[src/rtl/edge_stamp_pkg.sv]
package edge_stamp_pkg;

  typedef struct packed {
    logic       filt_en;
    logic       edge_rise;
    logic [1:0] wave_hi;
    logic [2:0] clk_sel;
  } es_cfg_t;

  // Bit 5 of the byte is reserved and never stored.
  function automatic es_cfg_t cfg_from_byte(input logic [7:0] b);
    es_cfg_t c;
    c.filt_en   = b[7];
    c.edge_rise = b[6];
    c.wave_hi   = b[4:3];
    c.clk_sel   = b[2:0];
    return c;
  endfunction

  function automatic logic [7:0] cfg_to_byte(input es_cfg_t c);
    return {c.filt_en, c.edge_rise, 1'b0, c.wave_hi, c.clk_sel};
  endfunction

  // Modes that use the capture register as the counter top: 8, 10, 12, 14.
  function automatic logic mode_uses_cap_top(input logic [3:0] mode);
    return mode[3] & ~mode[0];
  endfunction

  // Edge qualification against the previous level.
  function automatic logic edge_hit(input logic now_lvl, input logic old_lvl,
                                    input logic want_rise);
    return want_rise ? (now_lvl & ~old_lvl) : (~now_lvl & old_lvl);
  endfunction

endpackage

[src/rtl/es_pin_sync.sv]
module es_pin_sync #(
  parameter int STAGES = 2
) (
  input  logic clk,
  input  logic rst_n,
  input  logic pin,
  output logic lvl
);
  logic [STAGES-1:0] chain;

  always_ff @(posedge clk or negedge rst_n) begin
    if (!rst_n) chain <= '0;
    else        chain <= {chain[STAGES-2:0], pin};
  end

  assign lvl = chain[STAGES-1];
endmodule

[src/rtl/es_glitch_filter.sv]
module es_glitch_filter #(
  parameter int RUN_LEN = 4
) (
  input  logic clk,
  input  logic rst_n,
  input  logic smp,
  output logic lvl
);
  localparam int CW = (RUN_LEN > 2) ? $clog2(RUN_LEN) : 1;
  localparam logic [CW-1:0] LAST = CW'(RUN_LEN - 1);

  logic [CW-1:0] run_q;
  logic          lvl_q;
  logic          differs;

  assign differs = smp ^ lvl_q;

  always_ff @(posedge clk or negedge rst_n) begin
    if (!rst_n) begin
      run_q <= '0;
      lvl_q <= 1'b0;
    end else if (!differs) begin
      run_q <= '0;
    end else if (run_q == LAST) begin
      run_q <= '0;
      lvl_q <= smp;
    end else begin
      run_q <= run_q + 1'b1;
    end
  end

  assign lvl = lvl_q;
endmodule

[src/rtl/es_edge_detect.sv]
module es_edge_detect
  import edge_stamp_pkg::*;
(
  input  logic clk,
  input  logic rst_n,
  input  logic lvl,
  input  logic want_rise,
  input  logic enable,
  output logic hit
);
  logic prev_q;

  always_ff @(posedge clk or negedge rst_n) begin
    if (!rst_n) prev_q <= 1'b0;
    else        prev_q <= lvl;
  end

  assign hit = enable & edge_hit(lvl, prev_q, want_rise);
endmodule

[src/rtl/es_cap_store.sv]
module es_cap_store #(
  parameter int W = 16
) (
  input  logic         clk,
  input  logic         rst_n,
  input  logic         set_evt,
  input  logic         clr,
  input  logic [W-1:0] count,
  output logic [W-1:0] value,
  output logic         flag
);
  logic [W-1:0] value_q;
  logic         flag_q;

  always_ff @(posedge clk or negedge rst_n) begin
    if (!rst_n) begin
      value_q <= '0;
      flag_q  <= 1'b0;
    end else begin
      if (set_evt) value_q <= count;
      flag_q <= set_evt | (flag_q & ~clr);
    end
  end

  assign value = value_q;
  assign flag  = flag_q;
endmodule

[src/rtl/edge_stamp_unit.sv]
module edge_stamp_unit
  import edge_stamp_pkg::*;
#(
  parameter int W       = 16,
  parameter int SYNC_N  = 2,
  parameter int RUN_LEN = 4
) (
  input  logic         clk,
  input  logic         rst_n,
  input  logic         cap_pin,
  input  logic [W-1:0] tmr_count,
  input  logic [1:0]   wave_lo,
  input  logic         cfg_we,
  input  logic [7:0]   cfg_wdata,
  output logic [7:0]   cfg_rdata,
  input  logic         flag_clr,
  input  logic         cap_ie,
  output logic [2:0]   clk_sel,
  output logic [W-1:0] cap_value,
  output logic         cap_flag,
  output logic         cap_irq
);
  es_cfg_t cfg_q;

  always_ff @(posedge clk or negedge rst_n) begin
    if (!rst_n)      cfg_q <= '0;
    else if (cfg_we) cfg_q <= cfg_from_byte(cfg_wdata);
  end

  assign cfg_rdata = cfg_to_byte(cfg_q);
  assign clk_sel   = cfg_q.clk_sel;

  // Named internal events for the checker.
  logic sync_lvl, filt_lvl, sel_lvl, cap_is_top, cap_set_evt;

  es_pin_sync #(.STAGES(SYNC_N)) u_sync (
    .clk(clk), .rst_n(rst_n), .pin(cap_pin), .lvl(sync_lvl));

  es_glitch_filter #(.RUN_LEN(RUN_LEN)) u_filt (
    .clk(clk), .rst_n(rst_n), .smp(sync_lvl), .lvl(filt_lvl));

  assign sel_lvl    = cfg_q.filt_en ? filt_lvl : sync_lvl;
  assign cap_is_top = mode_uses_cap_top({cfg_q.wave_hi, wave_lo});

  es_edge_detect u_edge (
    .clk(clk), .rst_n(rst_n), .lvl(sel_lvl), .want_rise(cfg_q.edge_rise),
    .enable(~cap_is_top), .hit(cap_set_evt));

  es_cap_store #(.W(W)) u_store (
    .clk(clk), .rst_n(rst_n), .set_evt(cap_set_evt), .clr(flag_clr),
    .count(tmr_count), .value(cap_value), .flag(cap_flag));

  assign cap_irq = cap_flag & cap_ie;
endmodule

[config.mk]
export PLATFORM = sky130hd
export DESIGN_NAME = edge_stamp_unit
export DESIGN_NICKNAME = d
export VERILOG_FILES = /design/src/rtl/edge_stamp_pkg.sv /design/src/rtl/es_pin_sync.sv /design/src/rtl/es_glitch_filter.sv /design/src/rtl/es_edge_detect.sv /design/src/rtl/es_cap_store.sv /design/src/rtl/edge_stamp_unit.sv
export SDC_FILE = /design/constraint.sdc
export NUM_CORES = 1
export LEC_CHECK = 0
export BUFFER_PORTS_ARGS = -buffer_cell sky130_fd_sc_hd__buf_2
export CAP_MARGIN = 30
export CORE_ASPECT_RATIO = 1.5
export CORE_UTILIZATION = 44
export DETAILED_ROUTE_END_ITERATION = 6
export PLACE_DENSITY = 0.8
export RECOVER_POWER = 50
export SYNTH_ARGS = -nofsm -noshare
export SYNTH_HDL_FRONTEND = slang
export SYNTH_SLANG_ARGS = --single-unit
[constraint.sdc]
create_clock -name clk -period 2 [get_ports clk]
set_input_delay 0.5 -clock clk [delete_from_list [all_inputs] [get_ports clk]]
set_output_delay 0.5 -clock clk [all_outputs]
set_load 0.05 [all_outputs]
Word level (Yosys, flattened, before mapping) --
Index checks and enable logic that the tools add are counted.
Word-level totals: input bits 32, register bits 30
Cells by class: equality and inequality tests 1, add/subtract/negate cells 1, bitwise gates (word level) 13, muxes and demuxes 4, reductions and logical operators 1
Operators by type and width (count):
- bitwise AND 1 bit | 6
- inverter 1 bit | 5
- 2-to-1 mux 2 bit | 2
- adder 2 x 1 -> 2 bit, second input constant | 1
- == test 2 bit, second input constant | 1
- 2-to-1 mux 1 bit | 2
- AND reduction 2 bit | 1
- bitwise OR 1 bit | 1
- XOR 1 bit | 1

Depth between registers and ports, before layout --
word-level depth 6, mapped depth 5, depth with buffers taken out 4

Cells and area by module --
Synthesis repeated with hierarchy kept, for this count alone.
Second synthesis, totals: cell total of the unflattened synthesis 74, area, all modules 1255.0 µm²
By module, submodules not included:
- es_cap_store | sequential area each 425.4 µm², instances 1, cells an instance 37, area an instance 683.2 µm²
- edge_stamp_unit | sequential area each 175.2 µm², instances 1, cells an instance 23, area an instance 349.1 µm²
- es_glitch_filter | sequential area each 75.1 µm², instances 1, cells an instance 8, area an instance 123.9 µm²
- es_pin_sync | sequential area each 50.0 µm², instances 1, cells an instance 2, area an instance 50.0 µm²
- es_edge_detect | sequential area each 25.0 µm², instances 1, cells an instance 4, area an instance 48.8 µm²

Least setup slack after synthesis --
OpenSTA, ideal clock, no wires.
kind reg2reg, start point reg cfg_q (netlist bit cfg_rdata[7]), end point reg u_store.value_q[10] (netlist: u_store.value[10]), data required time 1875 ps, arrival time 1765 ps, slack 110 ps, period minus slack after synthesis 1890 ps, cell stages (with the launch flop) 6, path through dfrtp_1 mux2i_2 nand4b_1 o21ai_2 buf_8 mux2_4
On the way: longest elaborated chain between the ends 5, elaborated cells between the ends (all ways) 6, those cells by class 2 x mux; 4 x bitwise
Ends and longest elaborated chain:
- start, declared | RTL line edge_stamp_unit.sv:23 | es_cfg_t cfg_q;
- start signal, assigned | RTL line edge_stamp_unit.sv:27 | else if (cfg_we) cfg_q <= cfg_from_byte(cfg_wdata);
- 2-to-1 mux 1 bit (*) | RTL line edge_stamp_unit.sv:42 | assign sel_lvl = cfg_q.filt_en ? filt_lvl : sync_lvl;
- inverter 1 bit | RTL line edge_stamp_pkg.sv:32 | return want_rise ? (now_lvl & ~old_lvl) : (~now_lvl & old_lvl);
- bitwise AND 1 bit | RTL line edge_stamp_pkg.sv:32
- 2-to-1 mux 1 bit (*) | RTL line edge_stamp_pkg.sv:32
- bitwise AND 1 bit (*) | RTL line es_edge_detect.sv:18 | assign hit = enable & edge_hit(lvl, prev_q, want_rise);
- end signal, assigned | RTL line es_cap_store.sv:20 | if (set_evt) value_q <= count;
- end, declared | RTL line es_cap_store.sv:12 | logic [W-1:0] value_q;
Mark *: on every way between the ends. The rest lies on a longest branch, timed or not. A chain may end at the register's enable or synchronous reset.

Worst setup path in the final report --
start point reg cfg_q (netlist bit cfg_rdata[7]), end point reg u_store.value_q[3] (netlist: u_store.value[3])
The elaborated chain is that of the path after synthesis.

==> reports/results.md <==
* 0.6617 — proportion of layout cells with a drive suffix above 1
* 0.007194 — Synth Area in XOR/XNOR
* 30 — clock tree sinks
* 0 — number of hold violations in the final report
* 1.205 mV — maximum VDD drop
* input pin to register — class of the worst hold path
* sky130_fd_sc_hd__dfrtp_1 — largest area contributor in the netlist
* 0 — Setup Buffers After CTS
* 5 — number of CTS-inserted buffers
* 5 — critical path depth
* 23 — number of rows in the core area
* 18 — number of distinct standard cells referenced by the synthesized netlist
* 1581 um — Post-DP HPWL
* 30 — number of register bits inferred by synthesis
* 0.01028 — adder-cell share of the synthesized area
* 57 — number of buffers added on ports
* 1130 um — met2 wire length
* 0.1668 — total global-route track usage
* 16.23 um^2 — mean instance size in the synthesized netlist
* 0.4598 — Initial Util
* cfg_rdata[7] — worst reg2reg path startpoint
* 0 — Final ANT Viol Nets
* 1.000 — proportion of register bits with asynchronous set or reset after synthesis
* 75 — synthesized instance count
* 3346 um — global-route wire length before repair
* 0.002648 mm^2 — area inside the core boundary
* 2088 um — Total Wirelength
* met4 — Top Layer Used
* 44.95 um — floorplan die width
* 3 — router iterations before antenna repair
* 0 — GR Overflow Total
* sky130_fd_sc_hd__dfrtp_1 (30), sky130_fd_sc_hd__mux2_2 (15), sky130_fd_sc_hd__mux2_4 (9) — cell types with the highest counts after synthesis
* 163 — cell count after placement
* 2160 ps — data required time at the worst endpoint
* sky130_fd_sc_hd__dfrtp_1 — most common cell in the synthesized netlist
* 0.2610 — multiplexer share of the synthesized area
* 17 — maximum net fanout on the critical path
* 609.9 MHz — top achievable clock speed
* 5 — worst reg2reg path depth
* 0 — antenna violations before repair
* 2 — maximum buffer depth of the clock tree
* completed — status
* sky130_fd_sc_hd__clkbuf_8 — clock root buffer master
* 0 — total of endpoints with negative setup slack in the final report
* mux2i_1 > nand4b_1 > o21ai_2 > buf_12 > mux2_2 — cell chain of the critical path
* cfg_rdata[7] — timing startpoint of the critical path
* 0.03494 — Simple-Gate Fraction of Synth Area
* 0.6166 — proportion of netlist area held by the largest area contributor
* 1479 ps — transition time at the pin with the least slew margin
* u_store.value[3] — capture point of the critical path
* 1745 mW/mm^2 — PD cells
* 1 — number of buffer and inverter instances along the worst setup path
* 0.002986 mm^2 — total die area
* 0 — Diodes inserted
* 768 — total number of vias
* 61 — I/O pins
* built — CTS tree
* 0 ps — aggregate negative setup slack
* 0.01400 — Slew Limit Headroom
* 4 — Starting DRT DRC Count
* 0 — Post-CTS Hold Fix Bufs
* 390 ps — Largest stage delay, worst path
* 0.01439 — compound-gate portion of the synthesized area
* register to register — CP Class
* 0.6166 — sequential element share of the synthesized area
* 1800 ps — data arrival at the endpoint of the critical path
* 1640 ps — shortest period the worst path allows
* register — CP Capture Type
* 0.001217 mm^2 — area of the mapped netlist
* cap_pin — launch point of the worst hold path
* 0.8198 — share of the clock period used by the worst path
* 0 — post-cts resize count
* false — setup repair after global routing missed its margin
* u_store.value[3] — capture instance of the worst register-to-register path
* sky130_fd_sc_hd__dfrtp_1 (62%), sky130_fd_sc_hd__mux2_2 (14%), sky130_fd_sc_hd__mux2_4 (11%) — ranking of synthesized cells by area
* 166 — net total in the final layout
* 270 ps — Worst-Skew Late Latency
* 719 — via count of the first global-routing pass
* 60 ps — register clock-pin slew on the reported worst setup and hold paths
* multiplexers — largest delay contributor family on the critical path
* multiplexers — main combinational cell family by area after synthesis
* 0.0008069 uW — leakage power
* 0 — max-cap violation count
* 233 — number of fill cells in the layout
* 170 — final standard cell count with taps included and fillers excluded
* 0 — final max-slew violation count
* 4.877 ps — Post-Route Skew
* 807 um — routed length on met1
* 30.11% — layout-stage area growth over the synthesis result
* 66.42 um — die span in y
* 2 — number of levels in the clock H-tree
* 31 — maximum number of pins on one net before global-route repair
* 0 — Remaining DRCs
* 4.518 — Vias per Instance
* sky130_fd_sc_hd__dfrtp_1 — Worst path slowest cell
* 108 — post-synth net total
* 0 — Yosys warning total
* sky130_fd_sc_hd__dfrtp_1 — dominant register cell in the synthesized netlist
* 0.6557 — GP Congestion
* 360 ps — internal reg-to-reg setup slack
* 12.28 um — Avg WL per Cell
* 95 um — routed length on met3
* register — startpoint kind of the worst setup timing path
* 0 — Post-synth EDFFs
-- through the flow --
stage | hold WS (ps) | cell area (um^2) | util | setup slack (ps) | power [uW]
2_1_floorplan | 204.4 | 1217 | - | 109.7 | 2053
3_3_place_gp | 334.0 | 1513 | 0.5714 | 408.3 | 2318
6_report | 329.3 | 1584 | 0.5983 | 360.5 | 2765
5_1_grt | 318.2 | 1584 | 0.5983 | 172.8 | 2903
4_1_cts | 260.5 | 1592 | 0.6011 | 381.1 | 2801
3_5_place_dp | 340.4 | 1513 | 0.5714 | 396.0 | 2354
-- worst min-delay path by stage --
stage | end | slack (ps) | cells after the start
2_1_floorplan | cfg_rdata[3] | 200 | 0
3_3_place_gp | u_sync.chain[1] | 330 | 0
3_5_place_dp | u_sync.chain[1] | 340 | 0
4_1_cts | u_store.value[3] | 260 | 1
5_1_grt | u_sync.chain[0] | 320 | 1
6_report | u_sync.chain[0] | 330 | 1
-- cell usage in the layout (no fill, tap or decap), types with 2 or more instances in the layout --
master / Yosys / layout
sky130_fd_sc_hd__buf_2: 0 / 54
sky130_fd_sc_hd__dfrtp_1: 30 / 30
sky130_fd_sc_hd__mux2_2: 15 / 15
sky130_fd_sc_hd__mux2_4: 9 / 9
sky130_fd_sc_hd__clkbuf_8: 0 / 5
sky130_fd_sc_hd__clkbuf_1: 1 / 3
sky130_fd_sc_hd__inv_1: 2 / 2
sky130_fd_sc_hd__clkinv_2: 0 / 2
-- cell type report --
type | count | area [um^2] | share of cell area
sequential | 30 | 750.7 | 0.4739
multi-input combinational | 36 | 399.1 | 0.2520
timing repair buffer | 58 | 301.5 | 0.1904
clock buffer | 5 | 68.82 | 0.04344
tap | 37 | 46.29 | 0.02923
clock inverter | 2 | 10.01 | 0.006319
inverter | 2 | 7.507 | 0.004739
-- per-layer routing --
layer | track usage | up-vias
met3 | 0.04918 | 4
met2 | 0.2554 | 29
met4 | 0.1250 | 0
li1 | - | 362
met5 | 0 | -
met1 | 0.1898 | 373
-- power breakdown --
group / switching, uW / total, uW / internal [uW] / leakage (uW)
registers: 119 / 950 / 832 / 0.000356
logic: 936 / 1380 / 442 / 0.000407
clock network: 204 / 436 / 232 / 0.0000438
-- sequential cells by signal (all words and copies together) (netlist names) --
name           flops
u_filt.lvl         1
u_store.flag       1
cfg_rdata          4
u_filt.run_q       2
clk_sel            3
u_edge.prev_q      1
u_store.value     16
u_sync.chain       2
-- cells by family (layout without fill, tap and decap cells) --
group	Yosys count	after routing
adders and majority gates	1	1
muxes	25	25
and+or+nand+nor	6	6
other	1	1
xor gates and xnor gates	1	1
buffers and inverters	9	67
AOI/OAI and AO/OA	2	2
DFF	30	30
(Power assumes the default switching activity.)
